**src/rtl/lit_pkg.sv**
```systemverilog
package lit_pkg;
  typedef enum logic [1:0] {
    A_ENTRY = 2'd0,
    A_DIV   = 2'd1,
    A_INIT  = 2'd2,
    A_CUR   = 2'd3
  } lit_addr_e;

  localparam int MASK_BIT = 16;
  localparam int MODE_BIT = 17;

  // Gather the scattered divide bits {3,1,0} into a 3-bit code.
  function automatic logic [2:0] div_code(input logic [31:0] w);
    return {w[3], w[1], w[0]};
  endfunction

  // Log2 of the divide ratio: code+1 modulo 8 (3'b111 -> 0, i.e. /1).
  function automatic logic [2:0] div_shift(input logic [2:0] c);
    return c + 3'd1;
  endfunction
endpackage

```
**src/rtl/lit_regs.sv**
```systemverilog
module lit_regs
  import lit_pkg::*;
#(
  parameter int VEC_W  = 8,
  parameter int CNT_W  = 32,
  parameter int DATA_W = 32
) (
  input  logic              clk,
  input  logic              rst,
  input  logic              we,
  input  logic [1:0]        addr,
  input  logic [DATA_W-1:0] wdata,
  input  logic [CNT_W-1:0]  cur,
  output logic [DATA_W-1:0] rdata,
  output logic [VEC_W-1:0]  vector,
  output logic              mask,
  output logic              periodic,
  output logic [2:0]        dcode,
  output logic [CNT_W-1:0]  init_val,
  output logic              init_wr
);
  always_ff @(posedge clk) begin
    if (rst) begin
      vector   <= '0;
      mask     <= 1'b1;
      periodic <= 1'b0;
      dcode    <= 3'd0;
      init_val <= '0;
    end else if (we) begin
      case (addr)
        A_ENTRY: begin
          vector   <= wdata[VEC_W-1:0];
          mask     <= wdata[MASK_BIT];
          periodic <= wdata[MODE_BIT];
        end
        A_DIV:   dcode    <= div_code(wdata);
        A_INIT:  init_val <= wdata[CNT_W-1:0];
        default: ;
      endcase
    end
  end

  assign init_wr = we && (addr == A_INIT);

  always_comb begin
    rdata = '0;
    case (addr)
      A_ENTRY: begin
        rdata[VEC_W-1:0] = vector;
        rdata[MASK_BIT]  = mask;
        rdata[MODE_BIT]  = periodic;
      end
      A_DIV: begin
        rdata[3]   = dcode[2];
        rdata[1:0] = dcode[1:0];
      end
      A_CUR:   rdata[CNT_W-1:0] = cur;
      default: rdata = '0;
    endcase
  end
endmodule

```
**src/rtl/lit_prescaler.sv**
```systemverilog
module lit_prescaler #(
  parameter int MAX_SHIFT = 7
) (
  input  logic       clk,
  input  logic       rst,
  input  logic       restart,
  input  logic [2:0] shift,
  output logic       tick
);
  localparam int PRE_W = MAX_SHIFT;

  logic [PRE_W-1:0] pre;
  logic [PRE_W-1:0] sel_mask;

  // (1 << shift) - 1 in PRE_W bits; shift = MAX_SHIFT wraps to all ones.
  assign sel_mask = (PRE_W'(1) << shift) - PRE_W'(1);
  assign tick     = ((pre & sel_mask) == sel_mask);

  always_ff @(posedge clk) begin
    if (rst || restart) pre <= '0;
    else                pre <= pre + PRE_W'(1);
  end
endmodule

```
**src/rtl/lit_counter.sv**
```systemverilog
module lit_counter #(
  parameter int VEC_W = 8,
  parameter int CNT_W = 32
) (
  input  logic             clk,
  input  logic             rst,
  input  logic             load,
  input  logic [CNT_W-1:0] load_val,
  input  logic [CNT_W-1:0] reload_val,
  input  logic             tick,
  input  logic             periodic,
  input  logic             mask,
  input  logic [VEC_W-1:0] vector,
  output logic [CNT_W-1:0] cur,
  output logic             running,
  output logic             expire,
  output logic             irq_valid,
  output logic [VEC_W-1:0] irq_vector
);
  assign expire = running && tick && !load && (cur == CNT_W'(1));

  always_ff @(posedge clk) begin
    if (rst) begin
      cur        <= '0;
      running    <= 1'b0;
      irq_valid  <= 1'b0;
      irq_vector <= '0;
    end else begin
      irq_valid <= expire && !mask;
      if (expire) irq_vector <= vector;
      if (load) begin
        cur     <= load_val;
        running <= (load_val != '0);
      end else if (expire) begin
        cur     <= periodic ? reload_val : '0;
        running <= periodic;
      end else if (running && tick) begin
        cur <= cur - CNT_W'(1);
      end
    end
  end
endmodule

```
**src/rtl/lit_timer.sv**
```systemverilog
module lit_timer
  import lit_pkg::*;
#(
  parameter int VEC_W     = 8,
  parameter int CNT_W     = 32,
  parameter int DATA_W    = 32,
  parameter int MAX_SHIFT = 7
) (
  input  logic              clk,
  input  logic              rst,
  input  logic              reg_we,
  input  logic [1:0]        reg_addr,
  input  logic [DATA_W-1:0] reg_wdata,
  output logic [DATA_W-1:0] reg_rdata,
  output logic              irq_valid,
  output logic [VEC_W-1:0]  irq_vector
);
  logic [VEC_W-1:0] vector_w;
  logic             mask_w;
  logic             periodic_w;
  logic [2:0]       dcode_w;
  logic [CNT_W-1:0] init_w;
  logic             init_wr_w;
  logic             tick_w;
  logic [CNT_W-1:0] cur_w;
  logic             running_w;
  logic             expire_w;

  lit_regs #(.VEC_W(VEC_W), .CNT_W(CNT_W), .DATA_W(DATA_W)) u_regs (
    .clk(clk), .rst(rst), .we(reg_we), .addr(reg_addr), .wdata(reg_wdata),
    .cur(cur_w), .rdata(reg_rdata), .vector(vector_w), .mask(mask_w),
    .periodic(periodic_w), .dcode(dcode_w), .init_val(init_w),
    .init_wr(init_wr_w)
  );

  lit_prescaler #(.MAX_SHIFT(MAX_SHIFT)) u_pre (
    .clk(clk), .rst(rst), .restart(init_wr_w),
    .shift(div_shift(dcode_w)), .tick(tick_w)
  );

  lit_counter #(.VEC_W(VEC_W), .CNT_W(CNT_W)) u_cnt (
    .clk(clk), .rst(rst), .load(init_wr_w), .load_val(reg_wdata[CNT_W-1:0]),
    .reload_val(init_w), .tick(tick_w), .periodic(periodic_w),
    .mask(mask_w), .vector(vector_w), .cur(cur_w), .running(running_w),
    .expire(expire_w), .irq_valid(irq_valid), .irq_vector(irq_vector)
  );
endmodule

```
**config.mk**
```make
export PLATFORM = sky130hd
export DESIGN_NAME = lit_timer
export DESIGN_NICKNAME = d
export VERILOG_FILES = /design/src/rtl/lit_pkg.sv /design/src/rtl/lit_regs.sv /design/src/rtl/lit_prescaler.sv /design/src/rtl/lit_counter.sv /design/src/rtl/lit_timer.sv
export SDC_FILE = /design/constraint.sdc
export NUM_CORES = 1
export LEC_CHECK = 0
export BUFFER_PORTS_ARGS = -buffer_cell sky130_fd_sc_hd__buf_2
export CAP_MARGIN = 0
export CORE_ASPECT_RATIO = 1.2
export CORE_MARGIN = 2
export CORE_UTILIZATION = 60
export DETAILED_ROUTE_END_ITERATION = 8
export GPL_TIMING_DRIVEN = 0
export HOLD_SLACK_MARGIN = 0.05
export PLACE_DENSITY = 0.83
export RECOVER_POWER = 100
export SYNTH_ARGS = -nofsm -noshare
export SYNTH_HDL_FRONTEND = slang
export SYNTH_SLANG_ARGS = --single-unit
```
**constraint.sdc**
```tcl
create_clock -name clk -period 5.2 [get_ports clk]
set_input_delay 1.04 -clock clk [delete_from_list [all_inputs] [get_ports clk]]
set_output_delay 1.04 -clock clk [all_outputs]
set_load 0.01 [all_outputs]
```
* Word level (Yosys, flattened, before mapping)
Cells that the tools add are included.
** Word-level totals
- Flip-flop bits (word level) :: 94
- Bits in latches :: 0
- Memory bits (writable) :: 0
- Bits in read-only memories :: 0
- Input port bits :: 37
- Output and inout port bits :: 41
- Memories kept :: 0
** Operators by class
- $add $sub $neg :: 4
- Multiply operators :: 0
- Divide/modulo/power cells :: 0
- Order comparisons :: 0
- Eq/ne operators :: 5
- Shift operators :: 1
- Mux-type cells :: 13
- Bitwise logic cells :: 1
- Reductions and logical operators :: 15
** Operator list (count)
- $mux 32 :: 4
- $eq 32x1->1 const B :: 1
- $reduce_bool 32->1 :: 1
- $sub 32x1->32 const B :: 1
- $mux 14 :: 1
- $mux 8 :: 1
- $pmux 4 s2 :: 1
- $add 7x1->7 const B :: 1
- $and 7x7->7 :: 1
- $eq 7x7->1 :: 1
- $shl 1x3->7 const A :: 1
- $sub 7x2->7 const B :: 1
- $pmux 2 s3 :: 1
- $reduce_and 2->1 :: 3
- $logic_and 1x1->1 :: 5
- $eq 2x2->1 const B :: 2
- $pmux 2 s2 :: 1
- $add 3x1->3 const B :: 1
- $pmux 1 s3 :: 1
- $reduce_bool 3->1 :: 1
- $eq 2x1->1 const B :: 1
- $logic_not 1->1 :: 2
- $logic_not 2->1 :: 1
- $mux 1 :: 2
- 3 further kinds :: 3

* Depth between registers and ports, before layout
Gate-level depths: netlist of run 1.
- Word-level depth :: 10
- Gate-level depth with buffers :: 11
- Mapped depth without buffers :: 8

* Modules after synthesis
Synthesis of run 1 repeated with hierarchy kept, for this count alone.
** Second synthesis, totals
- Cell total of the unflattened synthesis :: 661
- Area, all modules :: 5526.6 um^2
** Modules (own cells, without submodules)
- lit_counter :: times used 1, cells each 362, area an instance 2845.2 um^2, seq. area each 840.8 um^2
- lit_regs :: times used 1, cells each 258, area an instance 2333.5 um^2, seq. area each 900.9 um^2
- lit_prescaler :: times used 1, cells each 38, area an instance 322.8 um^2, seq. area each 140.1 um^2
- lit_timer :: times used 1, cells each 3, area an instance 25.0 um^2, seq. area each 0.0 um^2

* Worst setup path after synthesis of run 1
No wires, ideal clock.
- Path kind :: input to output
- Start point :: in reg_addr[0]
- End point :: out reg_rdata[0]
- Data arrival time :: 1.890 ns
- Data required time :: 4.160 ns
- Setup slack :: 2.270 ns
- Stages on the path :: 4
- Buffers on the path :: 1
- Cell sequence :: ha_1 -> clkbuf_1 -> a222oi_1 -> nor2_1
** Between the ends
- Word-level cells in the longest chain between the ends :: 2
- Elaborated cells between the ends (all ways) :: 4
- Classes of those cells :: eq/ne: 2; mux: 1; reduce/logical: 1
** RTL lines
- start, declared :: line lit_timer.sv:12 : input logic [1:0] reg_addr,
- $eq 2x2->1 (tied with other cells) :: line lit_regs.sv:47 : case (addr)
- $pmux 2 s3 (*) :: line lit_regs.sv:47
- end, declared :: line lit_timer.sv:14 : output logic [DATA_W-1:0] reg_rdata,
Every way passes the cells marked *; elsewhere a longest branch is shown, timed or not.

* Worst setup path in the final report of run 1
- Start point :: reg u_regs.dcode[2]
- End point :: reg u_cnt.cur[15]
** Between the ends
- Word-level cells in the longest chain between the ends :: 10
- Elaborated cells between the ends (all ways) :: 11
- Classes of those cells :: add/sub: 2; eq/ne: 1; shift: 1; mux: 2; bitwise: 1; reduce/logical: 4
** RTL lines
- start, declared :: line lit_regs.sv:18 : output logic [2:0] dcode,
- start signal, assigned :: line lit_regs.sv:36 : A_DIV: dcode <= div_code(wdata);
- $add 3x1->3 (*) :: line lit_pkg.sv:19 : return c + 3'd1;
- $shl 1x3->7 (*) :: line lit_prescaler.sv:16 : assign sel_mask = (PRE_W'(1) << shift) - PRE_W'(1);
- $sub 7x2->7 (*) :: line lit_prescaler.sv:16
- $and 7x7->7 :: line lit_prescaler.sv:17 : assign tick = ((pre & sel_mask) == sel_mask);
- $eq 7x7->1 (*) :: line lit_prescaler.sv:17
- $logic_and 1x1->1 (*) :: line lit_counter.sv:20, lit_counter.sv:37
- $logic_and 1x1->1 (2 in series) :: line lit_counter.sv:20 : assign expire = running && tick && !load && (cur == CNT_W'(1));
- $mux 32 :: line lit_counter.sv:34 : end else if (expire) begin
- $mux 32 :: line lit_counter.sv:31 : if (load) begin
- end signal, assigned :: line lit_counter.sv:32 : cur <= load_val;
- end signal, assigned :: line lit_counter.sv:35 : cur <= periodic ? reload_val : '0;
- end signal, assigned :: line lit_counter.sv:38 : cur <= cur - CNT_W'(1);
- end, declared :: line lit_counter.sv:14 : output logic [CNT_W-1:0] cur,
Marked as above.
A chain may end at the register's enable or synchronous reset.

==> results of run 1 <==
## cells in the mapped netlist, drive strengths merged (8+ instances only)
master  instances  share of area (%)
xnor2          20                3.3
a31oi           9                1.1
inv             8               0.57
and2           25                3.0
o21ai          16                1.5
a211o           8                1.3
nand2         105                7.5
buf            18                2.5
a211oi         12                2.4
clkbuf         38                2.7
nand3          18                1.7
a311oi         10                1.7
a21oi          71                6.8
dfxtp          94                 36
nor2           57                4.1
mux2i          11                2.1
o22ai          12                1.4
nor4           21                2.8
nor3           14                1.6
ha              9                2.1
## power groups by stage
| stage | clock network [W] | registers [W] | logic (W) |
|---|---|---|---|
| 2_1_floorplan | 0 | 0.000787 | 0.000270 |
| 3_3_place_gp | 0 | 0.000795 | 0.000362 |
| 3_5_place_dp | 0 | 0.000797 | 0.000372 |
| 4_1_cts | 0.000452 | 0.000780 | 0.000374 |
| 5_1_grt | 0.000486 | 0.000786 | 0.000415 |
| 6_report | 0.000451 | 0.000782 | 0.000384 |
## per-layer routing
metal | share of wire [%] | vias up | global-route usage (%)
met1 | 37 | 2654 | 47.9
met4 | 4.9 | 0 | 22.2
li1 | - | 2579 | -
met3 | 12 | 85 | 9.01
met5 | 0 | - | 0
met2 | 47 | 398 | 58.4
## cell type report
cell class	instances	area, um^2
repair buffers	76	338
multi-input cells	510	3050
inverters	8	30.0
clock inverters	7	50.0
well taps	117	146
flip-flops and latches	94	1880
clock buffers	9	124
fillers	803	2640
plain buffers	56	268
## how the worst max path moves through the flow
stage               startpoint            end  slack (ns)  cells past startpoint
6_report       u_regs.dcode[2]  u_cnt.cur[15]        1.21                     10
5_1_grt        u_regs.dcode[2]  u_cnt.cur[15]        0.96                     10
4_1_cts        u_regs.periodic  reg_rdata[17]        1.64                      6
3_5_place_dp       reg_addr[1]   reg_rdata[0]        1.71                      6
3_3_place_gp       reg_addr[1]   reg_rdata[0]        1.73                      6
2_1_floorplan      reg_addr[0]   reg_rdata[0]        2.27                      4
## worst max-delay path, cell delays in order (launching register included)
cell,delay [ns]
sky130_fd_sc_hd__dfxtp_1,0.39
sky130_fd_sc_hd__clkbuf_1,0.33
sky130_fd_sc_hd__or3_1,0.17
sky130_fd_sc_hd__ha_1,0.22
sky130_fd_sc_hd__or4b_2,0.61
sky130_fd_sc_hd__a21oi_1,0.36
sky130_fd_sc_hd__or2_2,0.18
sky130_fd_sc_hd__clkbuf_1,0.49
sky130_fd_sc_hd__clkbuf_1,0.61
sky130_fd_sc_hd__nor2_1,0.28
sky130_fd_sc_hd__a211oi_1,0.26
## sequential cells by signal, summed over array words and instances (netlist names)
signal and flops:
u_cnt.running 1, u_regs.init_val 32, u_pre.pre 7, u_regs.vector 8
u_cnt.irq_vector 8, u_cnt.irq_valid 1, u_regs.mask 1, u_regs.dcode 3
u_cnt.cur 32, u_regs.periodic 1
## cells by family (layout without fill, tap and decap cells)
logic type               count (synthesis)  count (layout)  synth area share, %
AND/OR/NAND/NOR                        285             285                 26.9
AO/OA/AOI/OAI                          178             178                 22.7
flip-flops                              94              94                 35.9
buffers and inverters                   64             156                 5.80
XOR/XNOR                                27              27                 4.51
multiplexers                            11              11                 2.10
adder cells (fa/ha/maj)                  9               9                 2.15
## per-stage QoR
step	cells	util (%)	power, W
finish	877	69.1	0.00162
global route	877	69.1	0.00169
global placement	861	67.7	0.00116
CTS	877	69.8	0.00161
detailed placement	861	67.7	0.00117
floorplan	668	-	0.00106
==> flow_metrics.env, run 1 <==
export IMPL_final_critical_path_setup_slack_ns=1.21
export IMPL_timing_setup_critical_path_class="flip-flop to flip-flop"
export IMPL_floorplan_io_pins=78
export IMPL_mostFrequentLayoutCells="105 x sky130_fd_sc_hd__nand2_1, 94 x sky130_fd_sc_hd__dfxtp_1, 79 x sky130_fd_sc_hd__clkbuf_1, 71 x sky130_fd_sc_hd__a21oi_1, 57 x sky130_fd_sc_hd__nor2_1"
export IMPL_layout_cell_area_non_filler_um2=5880
export IMPL_seq_area_frac_synth_pct=35.9
export IMPL_synth_area_per_inst_um2=7.85
export IMPL_worst_hold_check_path_type="flip-flop to flip-flop"
export IMPL_crit_path_start_kind="flip-flop"
export IMPL_worst_r2r_endpoint="u_cnt.cur[15]"
export IMPL_floorplan_core_area_um2=8520
export IMPL_finalWirelength_mm=17.7
export IMPL_power_static_leakage_nw=2.09
export IMPL_final_setup_viol_count=0
export IMPL_wl_per_cell_um=20.2
export IMPL_clk_latency_ns=0.37
export IMPL_ys_dominant_reg_cell="sky130_fd_sc_hd__dfxtp_1"
export IMPL_cts_htree_levels=3
export IMPL_pwr_share_comb_pct=23.8
export IMPL_port_buffer_count=76
export IMPL_seq_power_share_pct=48.4
export IMPL_maximum_number_of_pins_on_one_net_before_global_route_repair=17
export IMPL_required_ns=5.49
export IMPL_first_pass_grt_wire_length_mm=27.7
export IMPL_max_cap_violations=0
export IMPL_cts_repair_timing_setup_buffer_count=0
export IMPL_synth_seq_cells=94
export IMPL_final_hold_violation_count=0
export IMPL_commonest_non_fill_non_tap_cell_in_the_layout="sky130_fd_sc_hd__nand2_1"
export IMPL_syn_num_nets=714
export IMPL_tritoncts="built"
export IMPL_result_of_the_run="complete, no violations"
export IMPL_pre_cts_slack_ns=1.71
export IMPL_swShare_pct=33.7
export IMPL_final_min_period_over_clock_period_pct=76.7
export IMPL_detail_route_iter0_violations=671
export IMPL_overall_fraction_of_global_route_tracks_in_use_pct=38.1
export IMPL_placed_area_um2=5770
export IMPL_synth_edf_count=0
export IMPL_drt_pass1_iterations=5
export IMPL_clock_sinks=94
export IMPL_postSynthCellCount=668
export IMPL_cts_inserted_buffers=9
export IMPL_die_y_um=106
export IMPL_min_to="u_regs.init_val[16]"
export IMPL_postCtsResizedCells=0
export IMPL_route_antenna_remaining_nets=0
export IMPL_drc=0
export IMPL_clockBufferDepth=2
export IMPL_final_setup_skew_ns=0.00982
export IMPL_synth_cell_types=60
export IMPL_die_w_um=89.3
export IMPL_syn_to_final_growth_pct=12.2
export IMPL_yosys_warnings=0
export IMPL_fp_row_count=37
export IMPL_layout_drive_gt1_share_pct=11.2
export IMPL_worst_r2r_cell_count=10
export IMPL_cellInternalPower_w=0.00107
export IMPL_powerDensity_nw_per_um2=275
export IMPL_dp_hpwl_mm=12.3
export IMPL_die_area_um2=9500
export IMPL_final_report_max_slew_violation_count=0
export IMPL_synth_async_reset_ratio_pct=0
export IMPL_crit_path_end_kind="flip-flop"
export IMPL_worstHoldPathCells=2
export IMPL_routed_via_density=6.52
export IMPL_start_util_pct=61.5
export IMPL_clock_power_share_pct=27.9
export IMPL_routabilityCongestion=0.986
export IMPL_clock_slew_at_the_register_clock_pins_of_the_worst_setup_and_hold_paths_ns=0.09
export IMPL_insertedDiodeCount=0
export IMPL_design_final_nets=801
export IMPL_rsz0062_at_grt="no"
export IMPL_worst_endpoint_arrival_ns=4.27
export IMPL_timing_slew_headroom_pct=29.9
export IMPL_timing_setup_tns_ns=0
export IMPL_post_cts_hold_buffer_count=0
export IMPL_hold_worst_slack_ns=0.464
export IMPL_timing_final_crit_period_ns=3.99
export IMPL_clock_tree_root_cell="sky130_fd_sc_hd__clkbuf_8"
export IMPL_fmax_ghz=0.251
export IMPL_via_count=5716
export IMPL_synth_cell_area_um2=5240
export IMPL_critical_path_peak_fanout=10
export IMPL_max_vdd_ir_drop_mv=0.233
export IMPL_r2r_slack_ns=1.21
export IMPL_worst_slew_pin_transition_ns=1.04
export IMPL_globalRoute_totalOverflow=0
export IMPL_net_switching_power_w=0.000546
export IMPL_crit_reg2reg_launch="u_regs.dcode[2]"
export IMPL_hold_path_startpoint="u_regs.init_val[16]"
export IMPL_first_global_vias=5496
export IMPL_antenna_found_initial=0
Power figures use the tool's default switching activity.
==> run 2, diff against run 1 <==
--- a/config.mk
+++ b/config.mk
@@ -9,11 +9,11 @@
 export CAP_MARGIN = 0
 export CORE_ASPECT_RATIO = 1.2
 export CORE_MARGIN = 2
-export CORE_UTILIZATION = 60
+export CORE_UTILIZATION = 52
 export DETAILED_ROUTE_END_ITERATION = 8
 export GPL_TIMING_DRIVEN = 0
 export HOLD_SLACK_MARGIN = 0.05
-export PLACE_DENSITY = 0.83
+export PLACE_DENSITY = 0.77
 export RECOVER_POWER = 100
 export SYNTH_ARGS = -nofsm -noshare
 export SYNTH_HDL_FRONTEND = slang
==> constraint.sdc (replaced) <==
create_clock -name clk -period 3.28 [get_ports clk]
set_input_delay 0.656 -clock clk [delete_from_list [all_inputs] [get_ports clk]]
set_output_delay 0.656 -clock clk [all_outputs]
set_load 0.01 [all_outputs]
==> run 2 against run 1 <==
Net effect: sequential share of layout area shrank 0.90 points; clock-buffer cell count grew 1; final area grew 2.9%; hold slack lost 0.0061 ns; power grew 83%; setup slack lost 1.1 ns; cell count grew 1.0%; highest routed layer unchanged; critical path depth is the same; critical path type unchanged; via count shrank 0.54%; sequential power grew 59%; non-clock buffer count is the same; first-iteration DRC count shrank 10%.
==> flow_metrics.env, run 2 (synthesized netlist as in run 1, its figures left out) <==
export IMPL_cts_htree_levels=3
export IMPL_rsz0062_at_grt="no"
export IMPL_floorplan_io_pins=78
export IMPL_max_vdd_ir_drop_mv=0.320
export IMPL_final_setup_viol_count=0
export IMPL_detail_route_iter0_violations=604
export IMPL_final_min_period_over_clock_period_pct=96.1
export IMPL_placed_area_um2=5780
export IMPL_overall_fraction_of_global_route_tracks_in_use_pct=33.5
export IMPL_critical_path_peak_fanout=10
export IMPL_final_setup_skew_ns=0.0108
export IMPL_drt_pass1_iterations=5
export IMPL_maximum_number_of_pins_on_one_net_before_global_route_repair=17
export IMPL_port_buffer_count=76
export IMPL_timing_setup_tns_ns=0
export IMPL_layout_top_registers="u_cnt.cur (32), u_regs.init_val (32)"
export IMPL_routed_via_density=6.42
export IMPL_first_pass_grt_wire_length_mm=27.8
export IMPL_via_count=5685
export IMPL_result_of_the_run="complete, no violations"
export IMPL_clockBufferDepth=2
export IMPL_required_ns=3.54
export IMPL_clock_slew_at_the_register_clock_pins_of_the_worst_setup_and_hold_paths_ns=0.07
export IMPL_post_cts_hold_buffer_count=0
export IMPL_fmax_ghz=0.317
export IMPL_finalWirelength_mm=18.3
export IMPL_powerDensity_nw_per_um2=488
export IMPL_syn_to_final_growth_pct=15.5
export IMPL_final_report_max_slew_violation_count=0
export IMPL_commonest_non_fill_non_tap_cell_in_the_layout="sky130_fd_sc_hd__nand2_1"
export IMPL_dp_hpwl_mm=12.9
export IMPL_cts_repair_timing_setup_buffer_count=0
export IMPL_drc=0
export IMPL_max_cap_violations=0
export IMPL_die_y_um=114
export IMPL_routabilityCongestion=0.989
export IMPL_worst_r2r_cell_count=10
export IMPL_tritoncts="built"
export IMPL_design_final_nets=801
export IMPL_antenna_found_initial=0
export IMPL_start_util_pct=52.9
export IMPL_clock_sinks=94
export IMPL_n_fill_cell=914
export IMPL_endpoint="u_cnt.cur[13]"
export IMPL_route_antenna_remaining_nets=0
export IMPL_cts_inserted_buffers=9
export IMPL_mostFrequentLayoutCells="105 x sky130_fd_sc_hd__nand2_1, 94 x sky130_fd_sc_hd__dfxtp_1, 70 x sky130_fd_sc_hd__clkbuf_1, 70 x sky130_fd_sc_hd__a21oi_1, 57 x sky130_fd_sc_hd__nor2_1"
export IMPL_timing_slew_headroom_pct=45.9
export IMPL_finish_utilization_pct=61.1
export IMPL_globalRoute_totalOverflow=0
export IMPL_die_area_um2=10900
export IMPL_worst_r2r_endpoint="u_cnt.cur[13]"
export IMPL_first_global_vias=5364
export IMPL_clk_latency_ns=0.36
export IMPL_timing_setup_critical_path_class="flip-flop to flip-flop"
export IMPL_multiInputGateArea_um2=3070
export IMPL_crit_path_start_kind="flip-flop"
export IMPL_final_hold_violation_count=0
export IMPL_die_w_um=95.7
export IMPL_clock_tree_root_cell="sky130_fd_sc_hd__clkbuf_16"
export IMPL_insertedDiodeCount=0
export IMPL_floorplan_core_area_um2=9910
export IMPL_worst_hold_check_path_type="flip-flop to flip-flop"
export IMPL_layout_drive_gt1_share_pct=12.9
export IMPL_worst_slew_pin_transition_ns=0.811
export IMPL_crit_reg2reg_launch="u_regs.dcode[0]"
export IMPL_reg_area_um2=1880
export IMPL_wl_per_cell_um=20.7
export IMPL_hold_worst_slack_ns=0.457
export IMPL_timing_final_crit_period_ns=3.15
export IMPL_r2r_slack_ns=0.13
export IMPL_power_static_leakage_nw=2.19
export IMPL_fp_row_count=40
export IMPL_cp_startpoint="u_regs.dcode[0]"
export IMPL_worst_endpoint_arrival_ns=3.41
export IMPL_layout_cell_area_non_filler_um2=6050
export IMPL_crit_path_end_kind="flip-flop"
-- run 2: cell types whose count changed in the layout (fill, tap and decap cells not counted), sizes merged --
cell      change
clkinvlp      -2
inv           +1
clkinv        -1
clkbuf        +1
bufinv        +1
-- run 2: area by class of cell --
type,instances,share of cell area (%)
Timing Repair Buffer,76,5.60
Inverter,8,0.496
Multi-Input combinational cell,510,50.6
Buffer,56,4.49
Clock inverter,6,1.14
Tap cell,126,2.60
Sequential cell,94,31.1
Clock buffer,10,3.95
-- run 2: worst min path at each step --
stage | cells after the start | slack (ns) | to | startpoint
2_1_floorplan | 1 | 0.42 | u_cnt.irq_valid | u_regs.mask
3_3_place_gp | 2 | 0.44 | u_regs.init_val[14] | u_regs.init_val[14]
3_5_place_dp | 2 | 0.45 | u_regs.init_val[0] | u_regs.init_val[0]
4_1_cts | 2 | 0.46 | u_regs.init_val[22] | u_regs.init_val[22]
5_1_grt | 2 | 0.47 | u_regs.init_val[25] | u_regs.init_val[25]
6_report | 2 | 0.46 | u_regs.init_val[11] | u_regs.init_val[11]
-- run 2: worst max-delay path: stages (launching register included) --
cell and delay, ns:
sky130_fd_sc_hd__dfxtp_1 0.30, sky130_fd_sc_hd__clkbuf_1 0.30, sky130_fd_sc_hd__or3_1 0.17, sky130_fd_sc_hd__ha_1 0.21, sky130_fd_sc_hd__or4b_2 0.61, sky130_fd_sc_hd__a21oi_2 0.27, sky130_fd_sc_hd__or2_2 0.15, sky130_fd_sc_hd__buf_2 0.27
sky130_fd_sc_hd__buf_2 0.32, sky130_fd_sc_hd__mux2i_1 0.14, sky130_fd_sc_hd__a221oi_1 0.29
-- run 2: timing repair --
| action | 4_1_cts | 5_1_grt |
|---|---|---|
| setup endpoints to repair | 20 | 25 |
| gates resized for setup | 2 | 9 |
| hold endpoints to repair | 0 | 0 |
-- run 2: stage by stage --
step	setup WS, ns	cells	total power, W
final	0.128	886	0.00295
after global placement	-0.105	870	0.00184
after detailed placement	-0.175	870	0.00186
after CTS	0.0213	886	0.00293
after global routing	0.0398	886	0.00305
after floorplan	0.540	668	0.00167
-- run 2: metal layers --
| layer | track usage, % | wire (um) | vias to the layer above |
|---|---|---|---|
| met3 | 5.55 | 1610 | 66 |
| met4 | 16.4 | 726 | 0 |
| met2 | 55.8 | 8650 | 335 |
| met5 | 0 | 0 | - |
| met1 | 41.6 | 7370 | 2694 |
| li1 | - | - | 2590 |
-- run 2: where the power goes --
part	internal, W	switching (W)	leakage (nW)
combinational	0.000237	0.000379	1.27
clock	0.000617	0.000480	0.149
sequential	0.00119	0.0000528	0.765
